<file path="config.mk">
export PLATFORM = sky130hd
export DESIGN_NAME = cmd_bus_bridge
export DESIGN_NICKNAME = d
export VERILOG_FILES = /design/src/rtl/cmd_bus_bridge.sv
export SDC_FILE = /design/constraint.sdc
export NUM_CORES = 1
export LEC_CHECK = 0
export ABC_AREA = 1
export BUFFER_PORTS_ARGS = -buffer_cell sky130_fd_sc_hd__buf_2
export CORE_UTILIZATION = 35
export CTS_BUF_LIST = sky130_fd_sc_hd__clkbuf_8 sky130_fd_sc_hd__clkbuf_16
export CTS_CLUSTER_DIAMETER = 150
export DETAILED_ROUTE_END_ITERATION = 10
export PLACE_DENSITY = 0.7
export SLEW_MARGIN = 20
export SYNTH_ARGS = -nofsm -noshare
export SYNTH_HDL_FRONTEND = slang
export SYNTH_SLANG_ARGS = --single-unit
</file>
<file path="constraint.sdc">
create_clock -name clk -period 4.64 [get_ports clk]
set_input_delay 0.232 -clock clk [delete_from_list [all_inputs] [get_ports clk]]
set_output_delay 0.232 -clock clk [all_outputs]
set_load 0.01 [all_outputs]
</file>
<file path="src/rtl/cmd_bus_bridge.sv">
module cmd_bus_bridge #(
  parameter int ADDR_W = 16,
  parameter int DATA_W = 32,
  parameter int TIMEOUT_CYCLES = 64,
  parameter logic [7:0] OP_READ = 8'h52,
  parameter logic [7:0] OP_WRITE = 8'h57
) (
  input  logic                       clk,
  input  logic                       rst_n,
  input  logic                       cmd_valid,
  output logic                       cmd_ready,
  input  logic [8+ADDR_W+DATA_W-1:0] cmd_data,
  output logic                       rsp_valid,
  input  logic                       rsp_ready,
  output logic [8+ADDR_W+DATA_W-1:0] rsp_data,
  output logic                       wb_cyc_o,
  output logic                       wb_stb_o,
  output logic                       wb_we_o,
  output logic [DATA_W/8-1:0]        wb_sel_o,
  output logic [ADDR_W-1:0]          wb_adr_o,
  output logic [DATA_W-1:0]          wb_dat_o,
  input  logic [DATA_W-1:0]          wb_dat_i,
  input  logic                       wb_ack_i
);
  localparam int WORD_W = 8 + ADDR_W + DATA_W;
  localparam int TW = $clog2(TIMEOUT_CYCLES + 1);
  localparam logic [7:0] ST_OK = 8'h00;
  localparam logic [7:0] ST_BADOP = 8'h01;
  localparam logic [7:0] ST_TIMEOUT = 8'h02;

  typedef enum logic [1:0] {S_IDLE, S_BUS, S_RSP} state_t;

  state_t            state;
  logic              we_q;
  logic [ADDR_W-1:0] adr_q;
  logic [DATA_W-1:0] dat_q;
  logic [7:0]        status_q;
  logic [TW-1:0]     timer;

  wire [7:0]        op_in  = cmd_data[WORD_W-1 -: 8];
  wire [ADDR_W-1:0] adr_in = cmd_data[DATA_W +: ADDR_W];
  wire [DATA_W-1:0] dat_in = cmd_data[DATA_W-1:0];
  wire op_known = (op_in == OP_READ) || (op_in == OP_WRITE);
  wire last_wait = (timer == TW'(TIMEOUT_CYCLES - 1));

  always_ff @(posedge clk or negedge rst_n) begin
    if (!rst_n) begin
      state    <= S_IDLE;
      we_q     <= 1'b0;
      adr_q    <= '0;
      dat_q    <= '0;
      status_q <= ST_OK;
      timer    <= '0;
    end else begin
      case (state)
        S_IDLE: if (cmd_valid) begin
          adr_q <= adr_in;
          we_q  <= (op_in == OP_WRITE);
          dat_q <= (op_in == OP_WRITE) ? dat_in : '0;
          timer <= '0;
          if (op_known) begin
            state <= S_BUS;
          end else begin
            status_q <= ST_BADOP;
            dat_q    <= '0;
            state    <= S_RSP;
          end
        end
        S_BUS: begin
          if (wb_ack_i) begin
            status_q <= ST_OK;
            dat_q    <= we_q ? '0 : wb_dat_i;
            state    <= S_RSP;
          end else if (last_wait) begin
            status_q <= ST_TIMEOUT;
            dat_q    <= '0;
            state    <= S_RSP;
          end else begin
            timer <= timer + 1'b1;
          end
        end
        S_RSP: if (rsp_ready) state <= S_IDLE;
        default: state <= S_IDLE;
      endcase
    end
  end

  assign cmd_ready = (state == S_IDLE);
  assign rsp_valid = (state == S_RSP);
  assign rsp_data  = {status_q, adr_q, dat_q};
  assign wb_cyc_o  = (state == S_BUS);
  assign wb_stb_o  = (state == S_BUS);
  assign wb_we_o   = (state == S_BUS) && we_q;
  assign wb_sel_o  = '1;
  assign wb_adr_o  = adr_q;
  assign wb_dat_o  = dat_q;
endmodule


</file>
# After elaboration in Yosys (flattened, before gate mapping)
# Index checks and enable logic that the tools add are counted.
[totals]
romBits = 0
mem_bits_rw = 0
memories = 0
elab_cells = 49
latchBits = 0
out_inout_bits = 113
reg_bits = 66
[op_classes]
reduce_logical = 9
shift = 0
mux = 22
bitwise = 0
multipliers = 0
add_sub_neg = 1
n_lt_le_gt_ge = 0
div_mod_pow = 0
n_eq_ne = 11
[op_table]
columns = ["cell", "n"]
rows = [
  ["32-bit two-way mux", 6],
  ["32-bit case mux with 2 select lines", 1],
  ["8-bit two-way mux", 4],
  ["7-bit two-way mux", 3],
  ["8-bit by 7-bit equality test with 1-bit output, second input constant", 2],
  ["8-bit case mux with 2 select lines", 1],
  ["7-bit case mux with 2 select lines", 1],
  ["2-bit two-way mux", 5],
  ["2-bit inequality test, second input constant", 4],
  ["4-bit AND reduction", 2],
  ["7-bit by 1-bit adder with 7-bit output, second input constant", 1],
  ["7-bit by 6-bit equality test with 1-bit output, second input constant", 1],
  ["2-bit case mux with 3 select lines", 1],
  ["3-bit AND reduction", 2],
  ["3-bit by 1-bit inequality test with 1-bit output, second input constant", 1],
  ["2-bit by 1-bit equality test with 1-bit output, second input constant", 1],
  ["2-bit equality test, second input constant", 1],
  ["2-bit zero test", 1],
  ["2-bit by 1-bit inequality test with 1-bit output, second input constant", 1],
  ["2-bit AND reduction", 1],
  ["2-bit nonzero test", 1],
  ["1-bit logical AND", 1],
  ["1-bit logical OR", 1],
]

# Logic depth before layout (Yosys ltp)
# Gate-level depths: netlist of the first run.
[logic_depth]
ltp_word = 5
mapped_depth = 11
ltp_nobuf = 10

# Worst setup path before layout of the first run
# OpenSTA, ideal clock, no wires.
[synth_path]
kind = "reg2reg"
startpoint = "register timer[0]"
endpoint = "register dat_q[10] (netlist: wb_dat_o[10])"
arrival_ns = 1.380
required_ns = 4.523
stages_incl_launch_ff = 12
period_less_slack_ns = 1.497
setup_slack_ns = 3.143
path_cell_list = "dfrtp_1 > ha_1 > nand2_1 > nor2_2 > nand2_1 > nand2_2 > nand2_2 > nor2_4 > inv_2 > buf_6 > nand2_1 > nand2_1"
[synth_between]
elab_chain_cells = 3
[synth_rtl]
columns = ["item", "line", "source"]
rows = [
  ["start, declared", "38", "logic [TW-1:0] timer;"],
  ["start signal, assigned", "79", "timer <= timer + 1'b1;"],
  ["7-bit by 6-bit equality test with 1-bit output", "44", "wire last_wait = (timer == TW'(TIMEOUT_CYCLES - 1));"],
  ["3-bit by 1-bit inequality test with 1-bit output (no source line)", "n/a", ""],
  ["3-bit AND reduction (no source line)", "n/a", ""],
  ["end signal, assigned", "59", "dat_q <= (op_in == OP_WRITE) ? dat_in : '0;"],
  ["end signal, assigned", "72", "dat_q <= we_q ? '0 : wb_dat_i;"],
  ["end, declared", "36", "logic [DATA_W-1:0] dat_q;"],
]
# No other way between the ends.
# A chain may end at the register's enable or synchronous reset.

# Final worst setup path of the first run
[layout_path]
startpoint = "register state[0]"
endpoint = "output port wb_stb_o"
[layout_between]
elab_chain_cells = 1
[layout_rtl]
columns = ["item", "line", "source"]
rows = [
  ["start, declared", "33", "state_t state;"],
  ["start signal, assigned", "48", "state <= S_IDLE;"],
  ["start signal, assigned", "62", "state <= S_BUS;"],
  ["start signal, assigned", "66", "state <= S_RSP;"],
  ["2-bit by 1-bit equality test with 1-bit output", "92", "assign wb_stb_o = (state == S_BUS);"],
  ["end, declared", "17", "output logic wb_stb_o,"],
]
# No other way between the ends.

==> flow_summary.ini, run 1 <==
[placed_design]
dp_hpwl_mm = 6.702
dp_cells = 724
globalplace.congestion = 0.7776
pre_cts_ws_ns = 1.806
numPortBuffers = 195

[layout]
regArea_mm2 = 0.001501
diodes = 0
fin_cells = 740
fillers = 992
multi_input_area_mm2 = 0.001360
drive_above_1_share = 0.3650
nNetsFinal = 700
syn2layout_area_growth_pct = 25.15

[yosys]
syn_inst = 470
ys_types = 24
ys_seq_area_frac = 0.4360
ys_seq_elements = 60
yosysWarnings = 0
avgSynthCellArea_um2 = 7.326
synth.cell_area_mm2 = 0.003443

[floorplanning]
die_w_um = 101.2
core_mm2 = 0.009371
ios = 206
num_rows = 35
start_util = 0.3674
die-area_mm2 = 0.01024
fp.dieH_um = 101.2

[cts]
cts_made_buffers = 9
cts_resized = 0
tritoncts = yes
cts_sinks = 60
clkSlewWorstSetupHoldPaths_ns = 0.07
postCtsSetupBuffers = 0
hold_buffers = 0
ctsLongestPathBuffers = 2
clkLatencyLatePin_ns = 0.34
htreeDepth = 3
cts-root-buf = clkbuf_8

[critical_path]
path_max_fanout = 37
crit_arrival_ns = 2.85
startpoint_type = flop
critPathSlowestCell = clkinv_1
path_class = reg2out
crit_chain = nand2_2, clkinv_1, buf_2
cp_data_required_time_ns = 4.41
slowest_delay_ns = 1.08
crit_path_end_kind = primary output

[routing]
vias_per_cell = 4.711
routed_wl_mm = 9.337
num_vias = 3486
first_iter_violations = 83
drc = 0
dr.pass1.iters = 4
post_drt_wl_per_cell_um = 12.62
ant_nets = 0

[sta]
fin_crit_sh = 0.6648
slew_violations = 0
tightest_slew_ns = 1.086
timing.fmax_mhz = 324.2
fin_crit_ns = 3.085
setup_violations = 0
slew-limit-headroom = 0.2714
fin_ws_ns = 1.555
hold_viol = 0
final.setup.tns_ns = 0
rsz0062_at_grt = false
fin_skew_ns = 0.01197

[global_routing]
grt_max_degree = 61
overflow = 0
track_usage = 0.1824
grt_first_pass_wirelength_mm = 14.50
grt_pass1_vias = 3158
antenna_found_initial = 0

[status]
run_status = completed

[job]
drv_cap = 0

[power]
powerDensity_mw_per_mm2 = 406.0
leakage_nw = 2.668
ir_worst_vdd_mv = 0.3097

[min_path]
hold_class = in2async
## final cells by class
type	count	share of cell area
Tap cell	129	0.03746
Clock buffer	11	0.03513
Sequential cell	60	0.3484
Inverter	16	0.01394
Timing Repair Buffer	197	0.2300
Clock inverter	5	0.01945
Multi-Input combinational cell	322	0.3156
## final timing paths
check / cells past startpoint / end / slack (ns) / startpoint
worst max-delay path: 3 / wb_stb_o / 1.56 / state[0]
worst min-delay path: 2 / wb_dat_o[2] / 0.06 / rst_n
worst max register to register: 6 / wb_dat_o[12] / 1.76 / state[0]
worst min register to register: 2 / status_q[1] / 0.49 / status_q[1]
max in group asynchronous: 2 / timer[1] / 4.08 / rst_n
min in group clk: 3 / wb_adr_o[14] / 0.08 / cmd_data[46]
## synth_stat cells, drive strengths merged
master | n | share of area
nand3b | 1 | 0.0022
nand2 | 209 | 0.23
nand4 | 1 | 0.0018
clkinv | 2 | 0.0022
nor2 | 15 | 0.020
nand3 | 40 | 0.058
nor3 | 2 | 0.0044
clkbuf | 4 | 0.0044
o21ai | 37 | 0.054
ha | 1 | 0.0036
a21oi | 5 | 0.0073
dfrtp | 60 | 0.44
buf | 76 | 0.16
conb | 2 | 0.0022
inv | 14 | 0.015
a21boi | 1 | 0.0022
## where the power goes
group | internal, mW | switching [mW]
sequential | 0.602 | 0.0567
combinational | 0.188 | 0.356
clock | 0.333 | 0.214
## registers in the layout, indices dropped and copies added, names as in the netlist
signal	count
wb_dat_o	32
wb_adr_o	16
timer	7
state	2
status_q	2
we_q	1
## layout by cell type, fill, tap and decap left out, types with 5 or more instances in the layout
cell type	n
a21oi_1	5
buf_2	195
clkbuf_8	11
conb_1	10
dfrtp_1	60
inv_1	12
nand2_1	206
nand3_1	40
nor2_1	11
o21ai_0	37
## worst max-delay path, delay by kind of cell, from the launching register on
kind / cells / cell delay [ns]
flops: 1 / 0.44
simple gates: 1 / 0.55
buf+inv: 2 / 1.53
## layer usage
layer  part of all wire  GRT usage
met5                  0          0
met2               0.50     0.3276
met4              0.018    0.07358
met1               0.41     0.2110
met3              0.071    0.03934
## per-stage QoR
step           power (mW)  hold slack (ns)  cell area, µm²  utilization
2_1_floorplan       1.097         -0.06359            3473            -
4_1_cts             1.784          0.06602            4309       0.4598
6_report            1.749          0.05619            4309       0.4598
3_5_place_dp        1.222           0.4362            4074       0.4347
5_1_grt             1.876          0.08268            4309       0.4598
3_3_place_gp        1.208           0.4247            4074       0.4347
## cells by family after synthesis
family | after synthesis | synth area share
AOI/OAI and AO/OA | 43 | 0.06323
adders and majority gates | 1 | 0.003633
buffers and inverters | 96 | 0.1784
DFF | 60 | 0.4360
other | 2 | 0.002181
and+or+nand+nor | 268 | 0.3165
Note: power is estimated with default switching activity, not from simulation.
==> inputs of run 2 (changes only) <==
PLACE_DENSITY = 0.72   (was 0.7)
clock period = 2.65 ns   (was 4.64 ns; I/O delays follow)
==> flow_summary.ini, run 2 (same netlist as run 1, synthesis figures left out) <==
[cts]
cts_made_buffers = 9
cts_sinks = 60
clkLatencyLatePin_ns = 0.33
cts-root-buf = clkbuf_8
clkSlewWorstSetupHoldPaths_ns = 0.07
cts_resized = 0
htreeDepth = 3
tritoncts = yes
ctsLongestPathBuffers = 2

[critical_path]
critPathTopFamily = simple AND/OR/NAND/NOR gates
critPathBufInv = 1
crit_path_end_kind = flop
crit_arrival_ns = 2.18
path_max_fanout = 32
slowest_delay_ns = 0.39
startpoint_type = flop
path_class = reg2reg
cp_data_required_time_ns = 2.87
critPathSlowestCell = dfrtp_1
reg2reg_slack_ns = 0.69
crit_start = timer[0]
crit_top_cell = nand2_1
crit_chain = ha_1, nand2_1, nor2_2, nand2_1, nand2_2, nand2_2, nor2_4, inv_2, nand2_1, nand2_1
r2r_start = timer[0]

[layout]
diodes = 0
final_cell_mix = nand2_1, buf_2, dfrtp_1
largest_reg_flops = 32
layout.cells.most_common = nand2_1
drive_above_1_share = 0.3602
fillers = 953
nNetsFinal = 722
syn2layout_area_growth_pct = 30.12

[floorplanning]
fp.dieH_um = 101.2
num_rows = 35
die_w_um = 101.2
ios = 206
core_mm2 = 0.009371
die-area_mm2 = 0.01024
start_util = 0.3674

[sta]
fin_crit_ns = 1.960
final.setup.tns_ns = 0
fin_crit_sh = 0.7395
timing.fmax_mhz = 510.3
slew_violations = 0
tightest_slew_ns = 0.6135
fin_skew_ns = 0.009690
slew-limit-headroom = 0.5910
rsz0062_at_grt = false
hold_viol = 0
setup_violations = 0

[global_routing]
grt_pass1_vias = 3247
grt_max_degree = 35
antenna_found_initial = 1
overflow = 0
track_usage = 0.1886
grt_first_pass_wirelength_mm = 14.88

[power]
p_seq_frac = 0.387
leakage_nw = 2.754
p_comb_frac = 0.335
power_mw = 2.981
swShare = 0.3783
powerDensity_mw_per_mm2 = 665.2
ir_worst_vdd_mv = 0.5018
p_int_mw = 1.853
p_clk_frac = 0.278
p_switching_mw = 1.128

[routing]
ant_nets = 0
routed_wl_mm = 9.667
first_iter_violations = 133
dr.pass1.iters = 4
vias_per_cell = 4.651
post_drt_wl_per_cell_um = 12.69
drc = 0
num_vias = 3544

[status]
run_status = completed

[min_path]
hold_start = rsp_ready
hold_class = in2reg

[placed_design]
dp_hpwl_mm = 6.752
numPortBuffers = 195
globalplace.congestion = 0.7804

[job]
drv_cap = 0
run 2: cell count changes in the layout (fill, tap and decap cells not counted):
| cell | change |
|---|---|
| buf_4 | +5 |
| bufinv_16 | -1 |
| clkbuf_8 | -2 |
| clkinv_2 | +2 |
| clkinv_4 | +2 |
| clkinvlp_4 | -2 |
| dlygate4sd3_1 | +17 |
| inv_6 | +1 |
run 2: path summary, 6_finish.rpt:
kind / depth (start not counted) / end
worst max-delay path: 10 / wb_dat_o[8]
worst max register to register: 10 / wb_dat_o[8]
max in group asynchronous: 3 / timer[1]
worst min register to register: 2 / status_q[0]
min in group asynchronous: 2 / wb_dat_o[15]
worst min-delay path: 4 / state[1]
run 2: repair_timing:
action,CTS,global route
buffers inserted,0,0
hold buffers,17,0
endpoints found under the hold margin,42,0
run 2: through the flow:
| step | hold WS, ns | util | instances | setup WS (ns) | instance area, µm² |
|---|---|---|---|---|---|
| 5_1_grt | 0.07121 | 0.4781 | 762 | 0.4429 | 4481 |
| 4_1_cts | 0.05513 | 0.4781 | 762 | 0.6861 | 4481 |
| 3_5_place_dp | 0.1746 | 0.4387 | 729 | 0.7135 | 4111 |
| 3_3_place_gp | 0.1622 | 0.4387 | 729 | 0.8069 | 4111 |
| 2_1_floorplan | -0.1631 | - | 478 | 1.153 | 3473 |
| 6_report | 0.07600 | 0.4781 | 762 | 0.6903 | 4481 |
run 2: layout make-up:
type | count | area [µm²] | area share
Timing Repair Buffer | 219 | 1199 | 0.2675
Sequential cell | 60 | 1501 | 0.3351
Clock inverter | 7 | 75.07 | 0.01676
Inverter | 16 | 60.06 | 0.01340
Clock buffer | 9 | 123.9 | 0.02765
Multi-Input combinational cell | 322 | 1360 | 0.3035
Tap cell | 129 | 161.4 | 0.03602
run 2: per-layer routing:
| metal | track usage | vias to the layer above | wire length, µm | share of wire |
|---|---|---|---|---|
| met3 | 0.05314 | 16 | 675 | 0.070 |
| met2 | 0.3511 | 165 | 4863 | 0.50 |
| li1 | - | 1721 | - | - |
| met4 | 0.06132 | 2 | 161 | 0.017 |
| met5 | 0 | - | 10 | 0.0010 |
| met1 | 0.2057 | 1640 | 3956 | 0.41 |
run 2: worst min-delay path, delay by kind of cell:
family	cells	cell delay, ns
simple gates	2	0.14
buf+inv	2	0.11
run 2: power by group through the flow:
stage	Sequential, mW	Clock (mW)	Combinational [mW]
2_1_floorplan	1.23	0	0.694
5_1_grt	1.17	0.888	1.12
4_1_cts	1.15	0.847	1.01
6_report	1.15	0.828	1.00
3_5_place_dp	1.16	0	0.991
3_3_place_gp	1.16	0	0.976
==> inputs of run 3 (changes only) <==
ABC_AREA = 0   (was 1)
PLACE_DENSITY = 0.73   (was 0.72)
clock period = 1.8 ns   (was 2.65 ns; I/O delays follow)
==> flow_summary.ini, run 3 <==
[global_routing]
grt_max_degree = 33
grt_pass1_vias = 2500
overflow = 0
track_usage = 0.1586
grt_first_pass_wirelength_mm = 12.17
antenna_found_initial = 0

[min_path]
hold_start = cmd_data[13]
hold_end = wb_dat_o[13]
hold_class = in2reg
whs_path_depth = 3

[yosys]
avgSynthCellArea_um2 = 12.33
synth_flop_cell = dfrtp_1
yosysWarnings = 0
ys_seq_area_frac = 0.4428
synth.cell_area_mm2 = 0.003391
ys_types = 40
synthTopCellsByArea = dfrtp_1, buf_4, mux2_4
synth_area_leader_cell = dfrtp_1
ys_seq_elements = 60
syn_inst = 275
yosysMostFrequentCell = dfrtp_1
synth_top_area_frac = 0.4428
synthArstFlopShare = 1.000
synthTopCellsByCount = dfrtp_1, buf_4, a22o_1, mux2_4, mux2_2
synth_edf_count = 0

[cts]
htreeDepth = 3
clkSlewWorstSetupHoldPaths_ns = 0.07
clkLatencyLatePin_ns = 0.33
tritoncts = yes
ctsLongestPathBuffers = 2
cts_made_buffers = 9
cts-root-buf = clkbuf_8
cts_sinks = 60

[layout]
final_util = 0.4964
nNetsFinal = 549
drive_above_1_share = 0.6304
layout.cells.most_common = buf_2
multi_input_area_mm2 = 0.001356
fin_area_mm2 = 0.004631
fin_cells = 589
largest_reg_flops = 32
syn2layout_area_growth_pct = 36.57
diodes = 0
final_cell_mix = buf_2, dfrtp_1, a22o_1
regArea_mm2 = 0.001501
fillers = 848

[sta]
timing.fmax_mhz = 559.4
timing.hold.ws_ns = 0.1020
slew_violations = 0
fin_ws_ns = 0.01225
setup_violations = 0
final.setup.tns_ns = 0
rsz0062_at_grt = true
fin_crit_sh = 0.9932
fin_skew_ns = 0.006498
fin_crit_ns = 1.788
hold_viol = 0

[routing]
first_iter_violations = 70
num_vias = 2680
vias_per_cell = 4.550
ant_nets = 0
routed_wl_mm = 8.140
post_drt_wl_per_cell_um = 13.82
dr.pass1.iters = 4
drc = 0

[critical_path]
r2r_start = timer[1]
crit_path_end_kind = flop
critPathSlowestCell = dfrtp_1
slowest_delay_ns = 0.35
crit_chain = ha_2, and4_4, a21oi_2, a211oi_4, buf_6, buf_12, mux2_4
critPathTopFamily = flip-flops
path_class = reg2reg
r2r_cells = 7
critPathBufInv = 2
path_max_fanout = 12
cp_data_required_time_ns = 2.01
startpoint_type = flop
reg2reg_to = wb_dat_o[17]
reg2reg_slack_ns = 0.01
crit_arrival_ns = 2.00

[floorplanning]
ios = 206
fp.dieH_um = 100.4
die-area_mm2 = 0.01009
start_util = 0.3635
core_mm2 = 0.009328
die_w_um = 100.4
num_rows = 35

[power]
leakage_nw = 2.540
ir_worst_vdd_mv = 0.4133
powerDensity_mw_per_mm2 = 774.1
power_mw = 3.585

[placed_design]
globalplace.congestion = 0.8424
numPortBuffers = 195
dp_cells = 552
place_area_mm2 = 0.004175
dp_hpwl_mm = 5.919
pre_cts_ws_ns = -0.09699

[job]
drv_cap = 0

[status]
run_status = completed
[run 3: area by class of cell]
class / count / area share
clock buffers: 10 / 0.02972
repair buffers: 234 / 0.2972
multi-input cells: 145 / 0.2929
inverters: 5 / 0.004053
flip-flops and latches: 60 / 0.3242
well taps: 129 / 0.03486
clock inverters: 6 / 0.01702
[run 3: routing by layer]
layer | up-vias | GRT usage | wire length, µm
li1 | 1269 | - | -
met1 | 1292 | 0.1783 | 3327
met2 | 110 | 0.2877 | 4306
met3 | 9 | 0.03760 | 378
met4 | 0 | 0.06355 | 127
met5 | - | 0 | 0
[run 3: where the power goes]
part | total (mW) | internal (mW) | switching, mW
sequential | 1.52 | 1.45 | 0.0694
combinational | 0.752 | 0.391 | 0.361
clock | 1.32 | 0.805 | 0.512
total | 3.58 | 2.64 | 0.942
[run 3: cell families after synthesis]
| logic type | share of synthesized area |
|---|---|
| buffers and inverters | 0.1709 |
| flip-flops | 0.4428 |
| AO/OA/AOI/OAI | 0.1273 |
| multiplexers | 0.1904 |
| AND/OR/NAND/NOR | 0.06015 |
| other | 0.002215 |
| adder cells (fa/ha/maj) | 0.003689 |
| XOR/XNOR | 0.002583 |
[run 3: what timing repair did]
action,CTS,global route
resized for setup,7,0
endpoints found under the setup margin,32,32
endpoints found under the hold margin,31,0
hold buffers,17,0
buffers inserted,1,1
cloned,2,0
[run 3: worst max-delay path by stage]
stage          startpoint            to  slack (ns)  depth (start not counted)
2_1_floorplan    timer[0]  wb_dat_o[10]       -0.05                          6
3_3_place_gp     timer[1]   wb_dat_o[1]       -0.04                          6
3_5_place_dp     timer[1]   wb_dat_o[2]        -0.1                          6
4_1_cts          timer[1]  wb_dat_o[17]      -0.002                          7
5_1_grt          timer[1]   wb_dat_o[9]       -0.06                          7
6_report         timer[1]  wb_dat_o[17]        0.01                          7
[run 3: tightest hold or removal path, cell delays in order]
cell and delay [ns]:
buf_2 0.07, a22o_1 0.11, mux2_4 0.13
